## config.mk

```make
export PLATFORM = sky130hd
export DESIGN_NAME = emu_dispatch_skip
export DESIGN_NICKNAME = d
export VERILOG_FILES = /design/src/rtl/emu_dispatch_pkg.sv /design/src/rtl/emu_class_decode.sv /design/src/rtl/emu_carry_skip.sv /design/src/rtl/emu_dispatch_skip.sv
export SDC_FILE = /design/constraint.sdc
export NUM_CORES = 1
export LEC_CHECK = 0
export BUFFER_PORTS_ARGS = -buffer_cell sky130_fd_sc_hd__buf_2
export CAP_MARGIN = 20
export CORE_MARGIN = 4
export CORE_UTILIZATION = 50
export CTS_CLUSTER_DIAMETER = 120
export CTS_CLUSTER_SIZE = 25
export DETAILED_ROUTE_END_ITERATION = 8
export GPL_TIMING_DRIVEN = 0
export HOLD_SLACK_MARGIN = 0.03
export PLACE_DENSITY = 0.88
export SETUP_SLACK_MARGIN = 0.1
export SYNTH_ARGS = -nofsm -noshare
export SYNTH_HDL_FRONTEND = slang
export SYNTH_SLANG_ARGS = --single-unit
```

## constraint.sdc

```tcl
create_clock -name clk -period 2.2 [get_ports clk]
set_clock_uncertainty 0.15 [all_clocks]
set_input_delay 0 -clock clk [delete_from_list [all_inputs] [get_ports clk]]
set_output_delay 0 -clock clk [all_outputs]
set_load 0.02 [all_outputs]
```

## src/rtl/emu_dispatch_pkg.sv

```systemverilog
// Package: shared operation codes and instruction-field positions for the
// emulated-instruction dispatch unit. Field bit k (MSB = 0) sits at index 15-k.
package emu_dispatch_pkg;

    localparam int WORD_W = 16;
    localparam int MOD_W  = 4;

    typedef enum logic [2:0] {
        OP_IDLE  = 3'd0,
        OP_LOAD  = 3'd1,
        OP_CLASS = 3'd2,
        OP_ACSRC = 3'd3,
        OP_EVAL  = 3'd4
    } step_op_e;

    // vector indices of single-bit fields
    localparam int B_TOP    = 15;  // bit 0
    localparam int B_IND    = 10;  // bit 5
    localparam int B_NOLOAD = 3;   // bit 12
    localparam int B_INVERT = 0;   // bit 15

endpackage

```

## src/rtl/emu_class_decode.sv

```systemverilog
// Module: emu_class_decode
// Purpose: pure combinational decode of a held instruction word into the two
// dispatch modifiers (class dispatch and accumulator-source dispatch).
// Assumes: word uses MSB = 0 bit numbering; outputs are registered by the parent.
module emu_class_decode
    import emu_dispatch_pkg::*;
(
    input  logic [WORD_W-1:0] word,
    output logic [MOD_W-1:0]  class_mod,
    output logic [MOD_W-1:0]  acsrc_mod
);

    logic [1:0] opc;
    logic [1:0] fn;
    logic [3:0] adr;
    logic [4:0] ext;
    logic [1:0] shf;
    logic       unused_lo;

    assign opc = word[14:13];
    assign fn  = word[12:11];
    assign adr = word[11:8];
    assign ext = word[12:8];
    assign shf = word[7:6];
    assign unused_lo = ^word[5:0];

    // class dispatch: opcode field, with the addressing group remapped
    always_comb begin
        unique case (opc)
            2'd1:    class_mod = 4'd4;
            2'd2:    class_mod = 4'd5;
            2'd3: begin
                unique case (adr)
                    4'd0:    class_mod = 4'd1;
                    4'd1:    class_mod = 4'd0;
                    4'd6:    class_mod = 4'd14;
                    4'd14:   class_mod = 4'd6;
                    default: class_mod = adr;
                endcase
            end
            default: class_mod = {2'b00, fn};
        endcase
    end

    // accumulator-source dispatch: shift group, indirect bit or extended-op table
    always_comb begin
        if (word[B_TOP]) begin
            acsrc_mod = {2'b00, 2'd3 - shf};
        end else if (opc != 2'd3) begin
            acsrc_mod = {3'b000, word[B_IND]};
        end else begin
            unique case (ext)
                5'd0:    acsrc_mod = 4'd2;
                5'd1:    acsrc_mod = 4'd5;
                5'd2:    acsrc_mod = 4'd3;
                5'd3:    acsrc_mod = 4'd6;
                5'd4:    acsrc_mod = 4'd7;
                5'd9:    acsrc_mod = 4'd4;
                5'd10:   acsrc_mod = 4'd4;
                5'd14:   acsrc_mod = 4'd1;
                5'd31:   acsrc_mod = 4'd15;
                default: acsrc_mod = 4'd14;
            endcase
        end
    end

endmodule

```

## src/rtl/emu_carry_skip.sv

```systemverilog
// Module: emu_carry_skip
// Purpose: combinational carry-in and skip evaluation for an emulated
// arithmetic-logic instruction, from its low six bits.
// Assumes: flags_in is the currently stored carry; result is captured by parent.
module emu_carry_skip
    import emu_dispatch_pkg::*;
(
    input  logic [5:0]        lo_bits,   // word bits 10..15
    input  logic              carry_q,
    input  logic              alu_cy,
    input  logic [WORD_W-1:0] shift_val,
    output logic              cy_in,
    output logic              skip_val,
    output logic              cy_store
);

    logic [1:0] cy_sel;
    logic [1:0] cond_sel;
    logic       sh_zero;
    logic       base_cy;
    logic       cond;

    assign cy_sel   = lo_bits[5:4];
    assign cond_sel = lo_bits[2:1];
    assign sh_zero  = (shift_val == '0);
    assign cy_store = ~lo_bits[B_NOLOAD];

    // carry-in base term chosen by the carry field
    always_comb begin
        unique case (cy_sel)
            2'd1:    base_cy = 1'b0;
            2'd2:    base_cy = 1'b1;
            2'd3:    base_cy = ~alu_cy;
            default: base_cy = alu_cy;
        endcase
    end

    assign cy_in = carry_q ^ base_cy;

    // skip condition chosen by the condition field
    always_comb begin
        unique case (cond_sel)
            2'd1:    cond = ~cy_in;
            2'd2:    cond = sh_zero;
            2'd3:    cond = sh_zero | ~cy_in;
            default: cond = 1'b0;
        endcase
    end

    assign skip_val = cond ^ lo_bits[B_INVERT];

endmodule

```

## src/rtl/emu_dispatch_skip.sv

```systemverilog
// Module: emu_dispatch_skip (top)
// Purpose: instruction register plus registered dispatch modifier, skip and
// carry flags for microcoded emulation of a 16-bit instruction set.
// Assumes: one step per enabled rising edge; synchronous active-low reset.
module emu_dispatch_skip
    import emu_dispatch_pkg::*;
(
    input  logic              clk,
    input  logic              rst_n,
    input  logic              en,
    input  logic [2:0]        op,
    input  logic [WORD_W-1:0] bus_in,
    input  logic [WORD_W-1:0] shift_in,
    input  logic              alu_cy,
    output logic [MOD_W-1:0]  nmod,
    output logic              skip,
    output logic              carry
);

    logic [WORD_W-1:0] ir_q;
    logic [MOD_W-1:0]  class_mod;
    logic [MOD_W-1:0]  acsrc_mod;
    logic [MOD_W-1:0]  load_mod;
    logic              cy_in;
    logic              skip_val;
    logic              cy_store;

    emu_class_decode u_decode (
        .word      (ir_q),
        .class_mod (class_mod),
        .acsrc_mod (acsrc_mod)
    );

    emu_carry_skip u_cs (
        .lo_bits   (ir_q[5:0]),
        .carry_q   (carry),
        .alu_cy    (alu_cy),
        .shift_val (shift_in),
        .cy_in     (cy_in),
        .skip_val  (skip_val),
        .cy_store  (cy_store)
    );

    // modifier produced by a load, taken from the incoming word
    assign load_mod = {bus_in[B_TOP], bus_in[10:8]};

    // state update: one operation per enabled edge
    always_ff @(posedge clk) begin
        if (!rst_n) begin
            ir_q  <= '0;
            nmod  <= '0;
            skip  <= 1'b0;
            carry <= 1'b0;
        end else if (en) begin
            unique case (op)
                OP_LOAD: begin
                    ir_q <= bus_in;
                    skip <= 1'b0;
                    nmod <= load_mod;
                end
                OP_CLASS: nmod <= class_mod;
                OP_ACSRC: nmod <= acsrc_mod;
                OP_EVAL: begin
                    nmod <= '0;
                    skip <= skip_val;
                    if (cy_store) carry <= cy_in;
                end
                default: nmod <= '0;
            endcase
        end
    end


    hold_when_idle_chk: assert property (@(posedge clk) disable iff (!rst_n)
        !en |=> ($stable(nmod) && $stable(skip) && $stable(carry) && $stable(ir_q)));


    load_clears_skip_chk: assert property (@(posedge clk) disable iff (!rst_n)
        (en && op == OP_LOAD) |=> !skip);


    load_mod_from_bus_chk: assert property (@(posedge clk) disable iff (!rst_n)
        (en && op == OP_LOAD) |=> (nmod == {$past(bus_in[15]), $past(bus_in[10:8])}));


    noload_keeps_carry_chk: assert property (@(posedge clk) disable iff (!rst_n)
        (en && op == OP_EVAL && ir_q[B_NOLOAD]) |=> $stable(carry));


    unlisted_mod_zero_chk: assert property (@(posedge clk) disable iff (!rst_n)
        (en && (op == OP_IDLE || op > OP_EVAL)) |=> (nmod == '0));


    flags_kept_chk: assert property (@(posedge clk) disable iff (!rst_n)
        (en && op != OP_LOAD && op != OP_EVAL) |=> ($stable(skip) && $stable(carry)));


    class_small_range_chk: assert property (@(posedge clk) disable iff (!rst_n)
        (en && op == OP_CLASS && ir_q[14:13] != 2'd3) |=> (nmod <= 4'd5));

endmodule

```

==> results.md <==
* Inserted Diodes at 0
* Routability Congestion at 0.921
* H-Tree Depth at 1
* DP Wirelength at 2800 um
* Setup WS pre-CTS at -0.222 ns
* Yosys cell types at 47
* Comb pwr share at 17.5%
* Hold Path Origin: shift_in[5]
* Via count at 1676
* Synth Area per Inst at 7.88 um^2
* Final hold viol count at 1
* GRT overflow at 0
* Setup repair after global routing missed its margin: false
* Max IR drop VDD at 0.363 mV
* Critical path endpoint category: register
* Clk Latency, worst-skew pair at 0.34 ns
* Setup Crit Path Kind: register to register
* Main flop type after synthesis: dfxtp_1
* CORE AREA at 2850 um^2
* Worst r2r path cells at 7
* Vias in the first global route at 1727
* Worst R2R End: nmod[3]$_SDFFE_PN0P_
* CP dominant cell by count: nand2_1
* Switch Pwr at 236 uW
* Drt initial violations at 90
* Syn. warnings at 0
* Dpl cell area at 1790 um^2
* Req. time, crit path at 2.33 ns
* Pwr Density at 463 nW/um^2
* P_int at 766 uW
* Register area share after synthesis at 33.7%
* Headroom to the max-slew limit at 70.4%
* Initial antenna violation count at 0
* Clock slew at reported path FFs at 0.15 ns
* Hold Crit Class: input pin to register
* Root buf cell: clkbuf_4
* Vias/cell at 5.55
* Status: finished with violations
* Die height at 63.6 um
* CTS tree: done
* Slew Limit Fails at 0
* # DRC at 0
* Routed wire length at 4620 um
* Total Routing Usage GR at 23.7%
* Drt first pass iters at 4
* First-pass GRT wire length at 7540 um
* Yosys reg bits at 26
* Critical path cell sequence: buf_4 > nand2_1 > or2_2 > o22ai_2 > nand2_1 > a31oi_1 > dlygate4sd3_1
* # setup viols final at 0
* Postcts setup bufs at 0
* Design Area, Final at 2160 um^2
* Slowest-stage cell, CP: dlygate4sd3_1
* Starting Density at 54.2%
* Setup WS post-layout at 0.197 ns
* Largest net degree at the start of global routing at 16
* Leak at 0.924 nW
* Hold Slack at -0.0273 ns
* Die ar. at 4040 um^2
* Synthesized area at 1550 um^2
* Layout Nets at 316
* EDFF count, synth at 0
* Cell total after placement at 269
* Slew @ Worst Pin at 0.444 ns
* Overall power at 1.00 mW
* Post-Synthesis Cells at 196
* Syn nets at 240
* Die Width at 63.6 um
* Port Buf Inserts at 42
* Critical Path AT at 2.14 ns
* Clk buf depth at 2
* Switch share at 23.6%
* Max Fclk at 0.499 GHz
* Layout area overhead at 40.0%
* Final ANT Viol Nets at 0
* # IOs at 45
* Max-Cap Viols at 0
* Num CTS Buffers at 3
* CTS sink cnt at 26
* Reg power frac at 49.1%
* Worst r2r src: ir_q[14]$_SDFFE_PN0N_
* FF-to-FF setup slack at 0.20 ns
* Share of layout cells above drive strength 1 at 23.6%
* Failing checks: hold timing
* # rows at 19
* Routed wire per std cell at 15.3 um
* Setup crit start kind: register
* Non-Filler Instances at 302
* Final min period at 2.00 ns
* Clock group share of total power at 33.4%
* Async S/R FF share, synth at 0%
* CP max stage delay at 0.55 ns
* WHS Path Cells at 6
* Hold EP: skip$_SDFFE_PN0P_
* Final Cycle Share at 91.0%
* Worst Path Max Fanout at 8
cell usage after synthesis (2+ instances only):
cell       n  area, um^2
nand2_1   48         180
dfxtp_1   26         521
a21boi_0  15         113
inv_1     10        37.5
o21ai_0    7        35.0
mux2i_1    6        60.1
nor2_1     6        22.5
a31oi_1    5        31.3
buf_2      5        25.0
ha_1       5        62.6
clkbuf_1   4        15.0
nand3_1    4        20.0
nor3b_1    4        30.0
nor4_1     4        25.0
a21oi_1    3        15.0
nand2b_1   3        18.8
nand3b_1   3        22.5
o22ai_1    3        18.8
a21o_1     2        15.0
and2b_1    2        15.0
and3_1     2        12.5
nor3_1     2        10.0
or3_1      2        12.5
xnor2_1    2        17.5
critical path, delay by kind of cell (launching register included):
family / cells / cell delay [ns]
AO/OA/AOI/OAI: 2 / 0.27
buffers and inverters: 2 / 0.69
flip-flops: 1 / 0.35
AND/OR/NAND/NOR: 3 / 0.48
final cells by class:
| cell class | instances | area (um^2) |
|---|---|---|
| clock inverters | 1 | 30.0 |
| repair buffers | 71 | 500 |
| inverters | 10 | 37.5 |
| multi-input cells | 149 | 957 |
| flip-flops and latches | 26 | 522 |
| well taps | 31 | 38.8 |
| clock buffers | 3 | 22.5 |
| fillers | 197 | 689 |
| plain buffers | 11 | 55.1 |
worst max-delay path by stage:
stage	startpoint	end	slack, ns
global route	ir_q[14]$_SDFFE_PN0N_	nmod[3]$_SDFFE_PN0P_	0.1
CTS	ir_q[14]$_SDFFE_PN0N_	nmod[3]$_SDFFE_PN0P_	0.13
detailed placement	op[2]	register	-0.22
finish	ir_q[14]$_SDFFE_PN0N_	nmod[3]$_SDFFE_PN0P_	0.20
floorplan	en	register	0.17
global placement	op[2]	register	-0.16
layout by cell type, fill, tap and decap left out, drive strengths merged, types with 5 or more instances in the layout:
cell	count
a21boi	17
a31oi	5
buf	49
clkbuf	7
dfxtp	26
dlygate4sd3	29
ha	5
inv	10
mux2i	6
nand2	48
nor2	6
o21ai	7
power groups by stage:
stage          Sequential, mW  Clock [mW]  Combinational (mW)
2_1_floorplan           0.503           0              0.0707
3_3_place_gp            0.501           0               0.124
3_5_place_dp            0.502           0               0.127
4_1_cts                 0.491       0.335               0.168
5_1_grt                 0.494       0.352               0.192
6_report                0.492       0.335               0.175
through the flow:
stage	utilization (%)	TNS, ns
3_5_place_dp	62.9	-0.473
2_1_floorplan	-	0
3_3_place_gp	62.9	-0.291
5_1_grt	75.8	0
4_1_cts	76.0	0
6_report	75.8	0
timing repair:
action	4_1_cts	5_1_grt
endpoints found under the setup margin	1	3
pin swaps	0	1
gates resized for setup	1	8
hold buffers	32	0
endpoints found under the hold margin	25	0
cells by family after synthesis:
group | Yosys count | share of synthesized area [%]
mux | 8 | 5.59
xor+xnor | 3 | 1.70
fa+ha+maj | 5 | 4.05
buf+inv | 21 | 5.83
compound gates | 45 | 20.6
flops | 26 | 33.7
simple gates | 88 | 28.5
routing by layer:
metal | wire, um | global-route usage [%]
met5 | 0 | 0
met4 | 187 | 14.3
met3 | 276 | 3.20
met2 | 2300 | 42.5
met1 | 1860 | 26.3
Note: power is estimated with default switching activity, not from simulation.
